$ cat config.mk
export PLATFORM = sky130hd
export DESIGN_NAME = bridge_win_ctrl
export DESIGN_NICKNAME = d
export VERILOG_FILES = /design/src/rtl/bwc_pkg.sv /design/src/rtl/bwc_decode.sv /design/src/rtl/bwc_regs.sv /design/src/rtl/bwc_xlate.sv /design/src/rtl/bridge_win_ctrl.sv
export SDC_FILE = /design/constraint.sdc
export NUM_CORES = 1
export LEC_CHECK = 0
export ABC_AREA = 1
export BUFFER_PORTS_ARGS = -buffer_cell sky130_fd_sc_hd__buf_2
export CAP_MARGIN = 10
export CELL_PAD_IN_SITES_DETAIL_PLACEMENT = 0
export CELL_PAD_IN_SITES_GLOBAL_PLACEMENT = 1
export CORE_MARGIN = 5
export CORE_UTILIZATION = 30
export CTS_CLUSTER_DIAMETER = 30
export DETAILED_ROUTE_END_ITERATION = 6
export PLACE_DENSITY = 0.7
export SYNTH_ARGS = -nofsm -noshare
export SYNTH_HDL_FRONTEND = slang
export SYNTH_HIERARCHICAL = 1
export SYNTH_SLANG_ARGS = --single-unit
$ cat constraint.sdc
create_clock -name clk -period 1 [get_ports clk]
set_input_delay 0.1 -clock clk [delete_from_list [all_inputs] [get_ports clk]]
set_output_delay 0.1 -clock clk [all_outputs]
set_load 0.02 [all_outputs]
$ cat src/rtl/bwc_pkg.sv
package bwc_pkg;
    localparam int DATA_W    = 32;
    localparam int REG_COUNT = 8;
    localparam int NWIN      = 3;
    localparam int IDX_W     = $clog2(REG_COUNT);

    typedef enum logic [IDX_W-1:0] {
        IDX_MAP0   = 3'd0,
        IDX_MAP1   = 3'd1,
        IDX_MAP2   = 3'd2,
        IDX_SELFID = 3'd3,
        IDX_FLAGS  = 3'd4,
        IDX_SMAP0  = 3'd5,
        IDX_SMAP1  = 3'd6,
        IDX_SMAP2  = 3'd7
    } reg_idx_e;

    typedef struct packed {
        logic     valid;
        reg_idx_e idx;
    } dec_t;
endpackage

$ cat src/rtl/bwc_decode.sv
module bwc_decode
    import bwc_pkg::*;
#(
    parameter int ADDR_W = 12
) (
    input  logic [ADDR_W-1:0] addr,
    input  logic [3:0]        be,
    output dec_t              dec
);
    localparam int LOW_W = IDX_W + 2;

    logic in_range;
    logic aligned;
    logic full_word;

    always_comb begin
        in_range  = (addr[ADDR_W-1:LOW_W] == '0);
        aligned   = (addr[1:0] == 2'b00);
        full_word = (be == 4'hF);
        dec.valid = in_range && aligned && full_word;
        dec.idx   = reg_idx_e'(addr[LOW_W-1:2]);
    end
endmodule

$ cat src/rtl/bwc_regs.sv
module bwc_regs
    import bwc_pkg::*;
(
    input  logic                         clk,
    input  logic                         rst_n,
    input  logic                         wr_en,
    input  logic                         rd_en,
    input  dec_t                         dec,
    input  logic [DATA_W-1:0]            wdata,
    output logic [DATA_W-1:0]            rdata,
    output logic                         bad_access,
    output logic [NWIN-1:0][DATA_W-1:0]  map_o
);
    logic [DATA_W-1:0] regs_q [REG_COUNT];

    always_ff @(posedge clk or negedge rst_n) begin
        if (!rst_n) begin
            for (int r = 0; r < REG_COUNT; r++) begin
                regs_q[r] <= '0;
            end
        end else if (wr_en && dec.valid) begin
            regs_q[dec.idx] <= wdata;
        end
    end

    always_ff @(posedge clk or negedge rst_n) begin
        if (!rst_n) begin
            rdata <= '0;
        end else if (rd_en) begin
            rdata <= dec.valid ? regs_q[dec.idx] : '0;
        end
    end

    always_ff @(posedge clk or negedge rst_n) begin
        if (!rst_n) begin
            bad_access <= 1'b0;
        end else if ((rd_en || wr_en) && !dec.valid) begin
            bad_access <= 1'b1;
        end
    end

    for (genvar w = 0; w < NWIN; w++) begin : g_map
        assign map_o[w] = regs_q[int'(IDX_MAP0) + w];
    end

    // the flag is sticky until reset
    assert_flag_sticky_R5: assert property (@(posedge clk) disable iff (!rst_n)
        bad_access |=> bad_access);

    // an invalid read gives zero
    assert_bad_read_zero_R4: assert property (@(posedge clk) disable iff (!rst_n)
        (rd_en && !dec.valid) |=> (rdata == '0));

    // a valid write lands in the addressed register
    assert_write_lands_R2: assert property (@(posedge clk) disable iff (!rst_n)
        (wr_en && dec.valid) |=> (regs_q[$past(dec.idx)] == $past(wdata)));

    for (genvar r = 0; r < REG_COUNT; r++) begin : g_chk
        // an invalid write leaves every register untouched
        assert_bad_write_ignored_R3: assert property (@(posedge clk) disable iff (!rst_n)
            (wr_en && !dec.valid) |=> $stable(regs_q[r]));
    end
endmodule

$ cat src/rtl/bwc_xlate.sv
module bwc_xlate
    import bwc_pkg::*;
#(
    parameter int                VARIANT  = 0,
    parameter logic [DATA_W-1:0] WIN_SIZE = 32'h1000_0000
) (
    input  logic              clk,
    input  logic              rst_n,
    input  logic [DATA_W-1:0] map_i,
    input  logic [DATA_W-1:0] off_i,
    output logic [DATA_W-1:0] addr_o
);
    localparam logic [DATA_W-1:0] SIZE_M1  = WIN_SIZE - 32'd1;
    localparam logic [DATA_W-1:0] OFF_MASK = (VARIANT == 0) ? (SIZE_M1 & 32'h0FFF_FFFF) : SIZE_M1;

    logic [DATA_W-1:0] base;

    if (VARIANT == 0) begin : g_nibble
        assign base = {map_i[3:0], {(DATA_W-4){1'b0}}};

        // top nibble follows the previous cycle's map nibble
        assert_nibble_base_R6: assert property (@(posedge clk) disable iff (!rst_n)
            rst_n |=> (addr_o[DATA_W-1:DATA_W-4] == $past(map_i[3:0])));
    end else begin : g_masked
        assign base = map_i & ~SIZE_M1;

        // bits above the window size follow the previous cycle's map
        assert_masked_base_R7: assert property (@(posedge clk) disable iff (!rst_n)
            rst_n |=> ((addr_o & ~SIZE_M1) == ($past(map_i) & ~SIZE_M1)));
    end

    always_ff @(posedge clk or negedge rst_n) begin
        if (!rst_n) begin
            addr_o <= '0;
        end else begin
            addr_o <= base + (off_i & OFF_MASK);
        end
    end

    // low bits carry the masked offset of the previous cycle
    assert_offset_pass_R8: assert property (@(posedge clk) disable iff (!rst_n)
        rst_n |=> ((addr_o & OFF_MASK) == ($past(off_i) & OFF_MASK)));
endmodule

$ cat src/rtl/bridge_win_ctrl.sv
module bridge_win_ctrl
    import bwc_pkg::*;
#(
    parameter int                VARIANT   = 0,
    parameter int                ADDR_W    = 12,
    parameter logic [DATA_W-1:0] WIN0_SIZE = (VARIANT == 0) ? 32'h0C00_0000 : 32'h0100_0000,
    parameter logic [DATA_W-1:0] WIN1_SIZE = (VARIANT == 0) ? 32'h1000_0000 : 32'h0400_0000,
    parameter logic [DATA_W-1:0] WIN2_SIZE = (VARIANT == 0) ? 32'h1000_0000 : 32'h0800_0000
) (
    input  logic                     clk,
    input  logic                     rst_n,
    input  logic                     reg_wr_en,
    input  logic                     reg_rd_en,
    input  logic [ADDR_W-1:0]        reg_addr,
    input  logic [3:0]               reg_be,
    input  logic [DATA_W-1:0]        reg_wdata,
    output logic [DATA_W-1:0]        reg_rdata,
    output logic                     bad_access_o,
    input  logic [NWIN*DATA_W-1:0]   win_off_i,
    output logic [NWIN*DATA_W-1:0]   win_addr_o
);
    localparam logic [NWIN-1:0][DATA_W-1:0] SIZES = {WIN2_SIZE, WIN1_SIZE, WIN0_SIZE};

    dec_t                        dec;
    logic [NWIN-1:0][DATA_W-1:0] map_w;

    bwc_decode #(.ADDR_W(ADDR_W)) u_decode (
        .addr (reg_addr),
        .be   (reg_be),
        .dec  (dec)
    );

    bwc_regs u_regs (
        .clk        (clk),
        .rst_n      (rst_n),
        .wr_en      (reg_wr_en),
        .rd_en      (reg_rd_en),
        .dec        (dec),
        .wdata      (reg_wdata),
        .rdata      (reg_rdata),
        .bad_access (bad_access_o),
        .map_o      (map_w)
    );

    for (genvar w = 0; w < NWIN; w++) begin : g_win
        bwc_xlate #(
            .VARIANT  (VARIANT),
            .WIN_SIZE (SIZES[w])
        ) u_xlate (
            .clk    (clk),
            .rst_n  (rst_n),
            .map_i  (map_w[w]),
            .off_i  (win_off_i[w*DATA_W +: DATA_W]),
            .addr_o (win_addr_o[w*DATA_W +: DATA_W])
        );
    end
endmodule

# Word-level counts from Yosys, hierarchy flattened
# Cells that the tools add are included.
dict set report classes {
  n_addsub 3
  n_lt_le_gt_ge 2
  eq_ne 1
  muxes 7
  bitwise 1
  n_reduce_logical 9
}
# cell count
set op_table {}
lappend op_table {{$bwmux W256} 1}
lappend op_table {{$mux W32} 4}
lappend op_table {{$add A32 B28 Y32} 3}
lappend op_table {{$bmux W32 S3} 1}
lappend op_table {{$demux W32 S3} 1}
lappend op_table {{$logic_not A7 Y1} 1}
lappend op_table {{$logic_and A1 B1 Y1} 5}
lappend op_table {{$eq A4 B4 Y1 const B} 1}
lappend op_table {{$ge A4 B4 Y1 const B} 1}
lappend op_table {{$lt A4 B1 Y1 const B} 1}
lappend op_table {{$not A3 Y4} 1}
lappend op_table {{$logic_not A2 Y1} 1}
lappend op_table {{$logic_not A1 Y1} 1}
lappend op_table {{$logic_or A1 B1 Y1} 1}
dict set report word_totals {
  regBits 385
  input_bits 148
  output_inout_bits 129
  elab_cells 36
}

# Longest topological paths before layout
# Gate-level depths: netlist (run 1).
dict set report depth {
  depth_word 6
  mapped_depth 11
}

# Modules after synthesis
# Netlist (run 1), hierarchy kept.
# mod n_inst cells_each area_each_um2
set modules_own_cells {}
lappend modules_own_cells {bwc_regs 1 1847 14423.8}
lappend modules_own_cells {{bwc_xlate (g_win[1].u_xlate ...)} 2 32 800.8}
lappend modules_own_cells {{bwc_xlate (g_win[0].u_xlate)} 1 33 787.0}
lappend modules_own_cells {bwc_decode 1 16 75.1}

# Worst setup path after synthesis (run 1)
# No wires, ideal clock.
dict set report synth_timing {
  path_kind {input to register}
  start {input reg_addr[0]}
  end {register u_regs.regs_q (netlist bit u_regs/map_o[1])}
  setup_time_ns 0.133
  arrival_ns 1.205
  required_time_ns 0.867
  setup_slack_ns -0.338
  path_stages 11
  n_path_buf 1
  cell_sequence {inv_1 -> nand2_1 -> nor2_1 -> nand2_1 -> nor2_2 -> nand2_2 -> nor2_4 -> nand2_4 -> clkbuf_1 -> nand2_1 -> o21ai_0}
}
# item line
set synth_rtl {}
lappend synth_rtl {{start: declaration} bridge_win_ctrl.sv:14} ;# input logic [ADDR_W-1:0] reg_addr,
lappend synth_rtl {{end signal: indexed assignment} bwc_regs.sv:22} ;# regs_q[dec.idx] <= wdata;
lappend synth_rtl {{end: declaration} bwc_regs.sv:14} ;# logic [DATA_W-1:0] regs_q [REG_COUNT];

# Worst setup path in the final report (run 1)
dict set report layout_timing {
  start {register g_win[2].u_xlate.addr_o[28]}
  end {output win_addr_o[92]}
}
# item line
set layout_rtl {}
lappend layout_rtl {{start: declaration} bwc_xlate.sv:11} ;# output logic [DATA_W-1:0] addr_o
lappend layout_rtl {{start signal: assignment} bwc_xlate.sv:36} ;# addr_o <= base + (off_i & OFF_MASK);
lappend layout_rtl {{end: declaration} bridge_win_ctrl.sv:20} ;# output logic [NWIN*DATA_W-1:0] win_addr_o
# No word-level cell between the ends.

==> impl_results.md, run 1 <==
- Result of the run: finished with violations
- Failing checks: negative setup slack
- Final setup margin: -0.269 ns
- Worst VDD drop: about 1.4 mV
- Bufs on Longest Clock Path: 3
- Placed wire-length estimate: 31.1 mm
- Maximum Capacitance Violations: 0
- Number of nets in the layout: approximately 2600
- Number of buffer and inverter stages on the critical path: 1
- GR met3 Demand/Resource: between 3 and 4%
- Core area: 0.0537 sq mm
- Critical path startpoint: g_win[2].u_xlate/addr_o[28]
- Fraction of layout instances using a drive strength above 1: approximately two fifths
- Final weighted congestion in routability-driven placement: 0.779
- Horizontal die dimension: between 200 and 250 um
- # DRC: 0
- Worst setup endpoint: win_addr_o[92]
- Chain of cells forming the critical path: buf_6
- Register-to-register path setup slack: -0.11 ns
- Count of H-tree levels built during CTS: 3
- Crit Reg-Reg Endpoint: u_regs/rdata[27]
- Sort of element at the end of the critical path: primary output
- Area growth from synthesis to final layout: 69.3%
- Post-synthesis net count: around 2000
- FP Rows: between 80 and 90
- Via/cell ratio: about 4.6
- Clk sinks: 384
- Clock transition at the register clock pins on the worst setup and hold paths after CTS: roughly 0.05 ns
- Global routing met1 resource utilization: about 20%
- Floorplan die height: ~240 um
- Average footprint of a synthesized cell: slightly below 9 sq um
- Logic pwr share: approximately 6.4%
- Type of element launching the critical path: register
- Detailed-route via count: about 15000
- Cell family with most CP delay: flip-flops
- R2R depth: 6
- Classification of the worst-slack hold path: input port to asynchronous set/reset pin
- Worst hold margin: 0.0897 ns
- Clock tree from TritonCTS: yes
- Final wirelength: approximately 60 mm
- Gate count of the mapped netlist: 1876
- Max Clk Rate: 0.788 GHz
- Number of DRC markers in iteration 0: 903
- Remaining global-route overflow: 0
- Skew final: between 0.01 and 0.015 ns
- Library cell contributing the largest single delay on the critical path: dfrtp_2
- Ports placed on the boundary: between 200 and 300
- Portion of the clock cycle consumed by the worst path in the final layout: 127%
- Fillers: about 4600
- TritonCTS Buffers: 86
- Max FO, Critical Path: 1
- Count of final setup violators: between 200 and 300
- Initial Util: between 30% and 40%
- Final hold violations: 0
- WS Path Type: register to primary output
- Critical Path Stages: 1
- Required time of the critical path: ~0.9 ns
- Diode count: 0
- GRT busiest layer: met2
- Global-route wire length before repair: 78.2 mm
- Sequential group share of total power: ~33%
- Yosys warns: 6
- DP Worst Slack: -0.637 ns
- Clock Tree Root: clkbuf_16
- Arrival time at the worst endpoint: around 1.2 ns
- Internal power: 0.0378 W
- Post-route minimum period: about 1.3 ns
- Pwr/cell area: 1770 mW/mm^2
- Initial antenna violation count: 1
- Switching Power: 0.0110 W
- Total of buffers placed on input and output ports: about 260
- Final Max Tran Viols: 0
- Setup repair after global routing missed its margin: yes
- Area of the mapped netlist: between 0.015 and 0.02 sq mm
- Area of all placed cells without fillers: 0.0275 sq mm
- Via count of the first global-routing pass: around 14000
- Source of the worst register-to-register timing path: u_regs/regs_q[91]
- Met2 global-route usage: about 28%
- Die ar.: 0.0589 sq mm
- Largest net degree at the start of global routing: a little under 70
- Total leakage power: 13.3 nW
- Routed Antenna Nets: 0
- Total global-route track usage: about 16%
- 1st-pass router iterations: 5
- Clock latency of the later-clocked register in the worst-skew pair: 0.60 ns
- Switching share of power: between 20% and 30%
- Clock Power Share: 61.1%
- Per-cell routed wire length: ~18 um
- Biggest cell delay along the critical path: 0.43 ns
- Post-place instance area: a little under 0.02 sq mm
==> state kept, by name (all words and copies together), names as in the netlist <==
| name | flops |
|---|---|
| u_regs/regs_q | 160 |
| u_regs/map_o | 96 |
| g_win.u_xlate/addr_o | 95 |
| u_regs/rdata | 32 |
| u_regs/bad_access | 1 |
==> area by class of cell <==
cell class	count	area (sq um)	area share, %
Clock buffer	114	2480	9.01
Clock inverter	46	622	2.26
Inverter	296	1140	4.13
Multi-Input combinational cell	1092	6400	23.3
Sequential cell	384	9610	34.9
Tap cell	696	871	3.16
Timing Repair Buffer	615	6410	23.3
==> placed cells by master (no fill, tap or decap), types with 3 or more instances in the layout <==
master           n
nand3_2         32
o21ai_0         18
buf_8            6
nor2_4           9
clkinv_4         3
buf_12          46
bufinv_16       13
buf_16           4
clkinv_2        11
inv_6            7
buf_2          130
o21ai_2        116
inv_2           10
dfrtp_1        383
clkinvlp_4      13
nand2_4         79
buf_6          148
clkbuf_8        16
dlygate4sd3_1  119
clkbuf_1         9
nand2_1        451
o21ai_1        153
clkbuf_16      121
nand3_1         97
inv_1          283
nand2_2        119
nand2_8         12
buf_4          130
==> per-layer routing <==
| metal | wire, um | up-vias |
|---|---|---|
| li1 | - | 7013 |
| met3 | 3550 | 129 |
| met4 | 1910 | 2 |
| met1 | 23800 | 7234 |
| met5 | 13 | - |
| met2 | 30600 | 485 |
==> power by group through the flow <==
stage	sequential (W)	combinational [W]	clock [W]
2_1_floorplan	0.0163	0.000814	0
3_3_place_gp	0.0160	0.00239	0
3_5_place_dp	0.0160	0.00241	0
4_1_cts	0.0159	0.00300	0.0303
5_1_grt	0.0159	0.00340	0.0311
6_report	0.0159	0.00313	0.0298
==> stage by stage <==
step                      TNS [ns]  cells  util (%)  power (W)
final                       -41.14   3243      51.3     0.0488
after global routing        -59.69   3243      51.3     0.0503
after CTS                   -31.06   3141      45.9     0.0492
after detailed placement   -155.21   2849      36.1     0.0184
after global placement     -157.41   2849      36.1     0.0184
after floorplan             -61.97   1876         -     0.0171
==> how the worst min path moves through the flow <==
stage                     slack (ns)  cells after the start                     endpoint         from
after floorplan                -0.20                      0   g_win[0].u_xlate/addr_o[0]        rst_n
after global placement         -0.08                      1  g_win[0].u_xlate/addr_o[18]        rst_n
after detailed placement       -0.08                      1  g_win[0].u_xlate/addr_o[18]        rst_n
after CTS                       0.01                      6            u_regs/bad_access  reg_addr[1]
after global routing             0.1                      3             u_regs/map_o[64]        rst_n
final                           0.09                      3             u_regs/map_o[64]        rst_n
==> what timing repair did <==
| item | 4_1_cts | 5_1_grt |
|---|---|---|
| setup endpoints to repair | 151 | 409 |
| hold endpoints to repair | 722 | 0 |
| resized for setup | 278 | 387 |
| setup buffers | 13 | 46 |
| pin swaps | 13 | 93 |
| hold buffers | 119 | 0 |
| gates cloned | 0 | 56 |
Power figures use the tool's default switching activity.
==> run 2, diff against run 1 <==
--- a/config.mk
+++ b/config.mk
@@ -17,5 +17,4 @@
 export PLACE_DENSITY = 0.7
 export SYNTH_ARGS = -nofsm -noshare
 export SYNTH_HDL_FRONTEND = slang
-export SYNTH_HIERARCHICAL = 1
 export SYNTH_SLANG_ARGS = --single-unit
==> run 2 against run 1 <==
  * The flow still finishes with violations (negative setup slack)
  * Final area decreased by 4.6%
  * Core utilization down 5.7 points
  * Critical path depth did not move
  * Die area rose by 7.0%
  * Via count grew 12%
  * Clock power increased by 8.4%
  * Critical endpoint is now reg_rdata[6]
==> impl_results.md, run 2 <==
- Top post-synthesis cells by count: nand2_1, dfrtp_1, nand4_1
- Final hold violations: 0 (unchanged)
- Clock transition at the register clock pins on the worst setup and hold paths after CTS: 0.04 ns (was 0.05 ns)
- Average footprint of a synthesized cell: 8.32 sq um (was 8.67 sq um)
- Max Clk Rate: 0.766 GHz (was 0.788 GHz)
- Number of cells on the worst hold path: 5
- Largest net degree at the start of global routing: 80 (was 68)
- R2R depth: 5 (was 6)
- Most repeated cell in the gate-level netlist after synthesis: nand2_1
- Total leakage power: 13.4 nW (was 13.3 nW)
- Chain of cells forming the critical path: buf_6 (unchanged)
- Switching share of power: 22.8% (was 22.5%)
- Number of DRC markers in iteration 0: 1212 (was 903)
- Placed wire-length estimate: 38.6 mm (was 31.1 mm)
- Result of the run: finished with violations (unchanged)
- Die ar.: 0.0631 sq mm (was 0.0589 sq mm)
- Total of buffers placed on input and output ports: 262 (unchanged)
- Number of buffer and inverter stages on the critical path: 1 (unchanged)
- Yosys warns: 0 (was 6)
- Post-place instance area: 0.0206 sq mm (was 0.0194 sq mm)
- Cell family with most CP delay: flip-flops (unchanged)
- Worst VDD drop: 1.35 mV (was 1.36 mV)
- Library cell contributing the largest single delay on the critical path: dfrtp_1 (was dfrtp_2)
- Storage element area: 0.00961 sq mm (about the same)
- Via/cell ratio: 4.91 (was 4.58)
- DP Worst Slack: -0.533 ns (was -0.637 ns)
- Skew final: 0.0152 ns (was 0.0132 ns)
- Clock Power Share: 62.3% (was 61.1%)
- Required time of the critical path: 0.90 ns (about the same)
- Area share of the leading cell type in the synthesized netlist: between 50% and 60%
- Final weighted congestion in routability-driven placement: 0.790 (was 0.779)
- Area growth from synthesis to final layout: 50.6% (was 69.3%)
- Type of element launching the critical path: register (unchanged)
- 1st-pass router iterations: 6 (was 5)
- Area of the mapped netlist: 0.0174 sq mm (was 0.0163 sq mm)
- Logic pwr share: 7.2% (was 6.4%)
- Startpoint of the tightest hold check path: reg_rd_en
- Register name with the most flops: u_regs.regs_q (was u_regs/regs_q)
- Portion of the clock cycle consumed by the worst path in the final layout: 131% (was 127%)
- Fraction of synthesis flops using an asynchronous set or reset pin: 100%
- Commonest cells after routing, fill and taps aside: nand2_1, dfrtp_1, nand4_1 (was nand2_1, dfrtp_1, inv_1)
- Total power draw: 0.0520 W (was 0.0488 W)
- Floorplan die height: 251 um (was 243 um)
- Via count of the first global-routing pass: 17200 (was 14300)
- Sort of element at the end of the critical path: primary output (unchanged)
- Combined area of the multi-input logic cells: 0.00644 sq mm (was 0.00640 sq mm)
- Final setup margin: -0.306 ns (was -0.269 ns)
- Setup repair after global routing missed its margin: yes (unchanged)
- Post-synth top flop: dfrtp_1
- Bufs on Longest Clock Path: 3 (unchanged)
- Classification of the worst-slack hold path: input port to register (was input port to asynchronous set/reset pin)
- FP Rows: 88 (was 85)
- Cell taking the most area after synthesis: dfrtp_1
- Worst hold endpoint: u_regs.rdata[29]
- Count of H-tree levels built during CTS: 3 (unchanged)
- Critical Path Stages: 1 (unchanged)
- Clock tree from TritonCTS: yes (unchanged)
- Number of nets in the layout: 2698 (was 2623)
- Clk sinks: 384 (unchanged)
- Sequential group share of total power: 30.5% (was 32.5%)
- Remaining global-route overflow: 0 (unchanged)
- Count of final setup violators: 129 (was 295)
- Routed Antenna Nets: 0 (unchanged)
- Crit Reg-Reg Endpoint: u_regs.rdata[3] (was u_regs/rdata[27])
- Area of all placed cells without fillers: 0.0263 sq mm (was 0.0275 sq mm)
- Initial Util: 30.2% (was 30.3%)
- Final Max Tran Viols: 0 (unchanged)
- WS Path Type: register to primary output (unchanged)
- Post-synthesis net count: 2244 (was 2024)
- Synth top area cells: dfrtp_1, nand2_1, nand4_1
- Fillers: 5501 (was 4633)
- Core area: 0.0577 sq mm (was 0.0537 sq mm)
- Cell Count Post-Placement: 3074 (was 2849)
- Ports placed on the boundary: 277 (unchanged)
- Final wirelength: 65.2 mm (was 59.8 mm)
- Gate count of the mapped netlist: 2096 (was 1876)
- Number of synthesized flops with an enable pin: 0
- Number of register bits inferred by synthesis: between 300 and 400
- Register-to-register path setup slack: -0.02 ns (was -0.11 ns)
- Sequential-to-total area share from yosys stat: about 55%
- Post-route minimum period: 1.31 ns (was 1.27 ns)
- Biggest cell delay along the critical path: 0.43 ns (about the same)
- Failing checks: negative setup slack (unchanged)
- Clock latency of the later-clocked register in the worst-skew pair: 0.61 ns (was 0.60 ns)
- # DRC: 0 (unchanged)
- Per-cell routed wire length: 19.2 um (was 18.4 um)
- Total global-route track usage: 20.2% (was 16.3%)
- Detailed-route via count: 16700 (was 14900)
- Arrival time at the worst endpoint: 1.21 ns (was 1.17 ns)
- Most frequent standard cell in the layout excluding fill and tap cells: nand2_1 (unchanged)
- Global-route wire length before repair: 101 mm (was 78.2 mm)
- Max-slew headroom: around 64%
- Max FO, Critical Path: 2 (was 1)
- Source of the worst register-to-register timing path: u_regs.map_o[35] (was u_regs/regs_q[91])
- Number of standard cells in the final layout excluding fillers: 3394 (was 3243)
- Clock Tree Root: clkbuf_16 (unchanged)
- Switching Power: 0.0119 W (was 0.0110 W)
- Slew of the pin with the lowest slew margin: 0.542 ns
- Yosys cell types: 20
- Pwr/cell area: 1980 mW/mm^2 (was 1770 mW/mm^2)
- Maximum Capacitance Violations: 0 (unchanged)
- TritonCTS Buffers: 97 (was 86)
- Internal power: 0.0401 W (was 0.0378 W)
- Horizontal die dimension: 251 um (was 243 um)
- Fraction of layout instances using a drive strength above 1: 23.5% (was 40.5%)
- Initial antenna violation count: 3 (was 1)
- Max reg flops: 160 (unchanged)
## run 2: cell types whose count changed in the layout (fill, tap and decap cells not counted), moves of 63 or more
cell	delta
nand2_2	-117
nand2_1	+320
o21ai_2	-116
nand4_1	+266
nand3b_1	+96
o21ai_1	-152
inv_1	-117
nor2_1	+63
nand2_4	-79
## run 2: layer usage
metal | global-route usage (%) | wire length [um] | vias to the layer above
met2 | 32.2 | 30500 | 632
li1 | - | - | 7743
met4 | 7.61 | 1900 | 0
met3 | 4.17 | 4550 | 123
met5 | 0 | 0 | -
met1 | 27.4 | 28300 | 8159
## run 2: cell type report
cell class / instances / area share [%]
Sequential cell: 384 / 36.6
Timing Repair Buffer: 547 / 19.8
Clock inverter: 48 / 2.46
Antenna cell: 3 / 0.0286
Inverter: 169 / 2.49
Clock buffer: 127 / 10.5
Multi-Input combinational cell: 1351 / 24.5
Tap cell: 765 / 3.64
## run 2: cells by family after synthesis
| logic type | Yosys count | synth area share, % |
|---|---|---|
| AOI/OAI and AO/OA | 2 | 0.0717 |
| other | 1 | 0.0215 |
| and+or+nand+nor | 1348 | 36.2 |
| DFF | 384 | 55.1 |
| buffers and inverters | 361 | 8.60 |
## run 2: worst max path at each step
stage / startpoint / end / slack [ns]
after floorplan: reg_addr[3] / u_regs.regs_q[65] / -0.13
after CTS: u_regs.rdata[4] / reg_rdata[4] / -0.35
after global routing: u_regs.rdata[4] / reg_rdata[4] / -0.32
after detailed placement: reg_addr[0] / u_regs.rdata[28] / -0.53
final: u_regs.rdata[6] / reg_rdata[6] / -0.31
after global placement: reg_addr[0] / u_regs.rdata[28] / -0.53
## run 2: power by group through the flow
stage | registers (W) | clock network (W) | logic [W]
after global placement | 0.0160 | 0 | 0.00310
after detailed placement | 0.0160 | 0 | 0.00312
final | 0.0159 | 0.0323 | 0.00375
after global routing | 0.0159 | 0.0337 | 0.00404
after CTS | 0.0159 | 0.0328 | 0.00371
after floorplan | 0.0163 | 0 | 0.00118
## run 2: what timing repair did
item | CTS | global route
hold endpoints to repair | 724 | 0
setup endpoints to repair | 130 | 229
buffers inserted | 9 | 12
hold buffers | 120 | 0
cloned | 0 | 1
gates resized for setup | 257 | 17
pin swaps | 2 | 17
## run 2: through the flow
stage	util (%)	hold slack, ns	TNS, ns
after global placement	35.7	-0.0702	-130.01
after global routing	45.5	0.0664	-34.46
after CTS	45.2	0.0248	-34.41
after detailed placement	35.7	-0.0718	-131.15
after floorplan	-	-0.196	-26.81
final	45.5	0.0452	-29.23
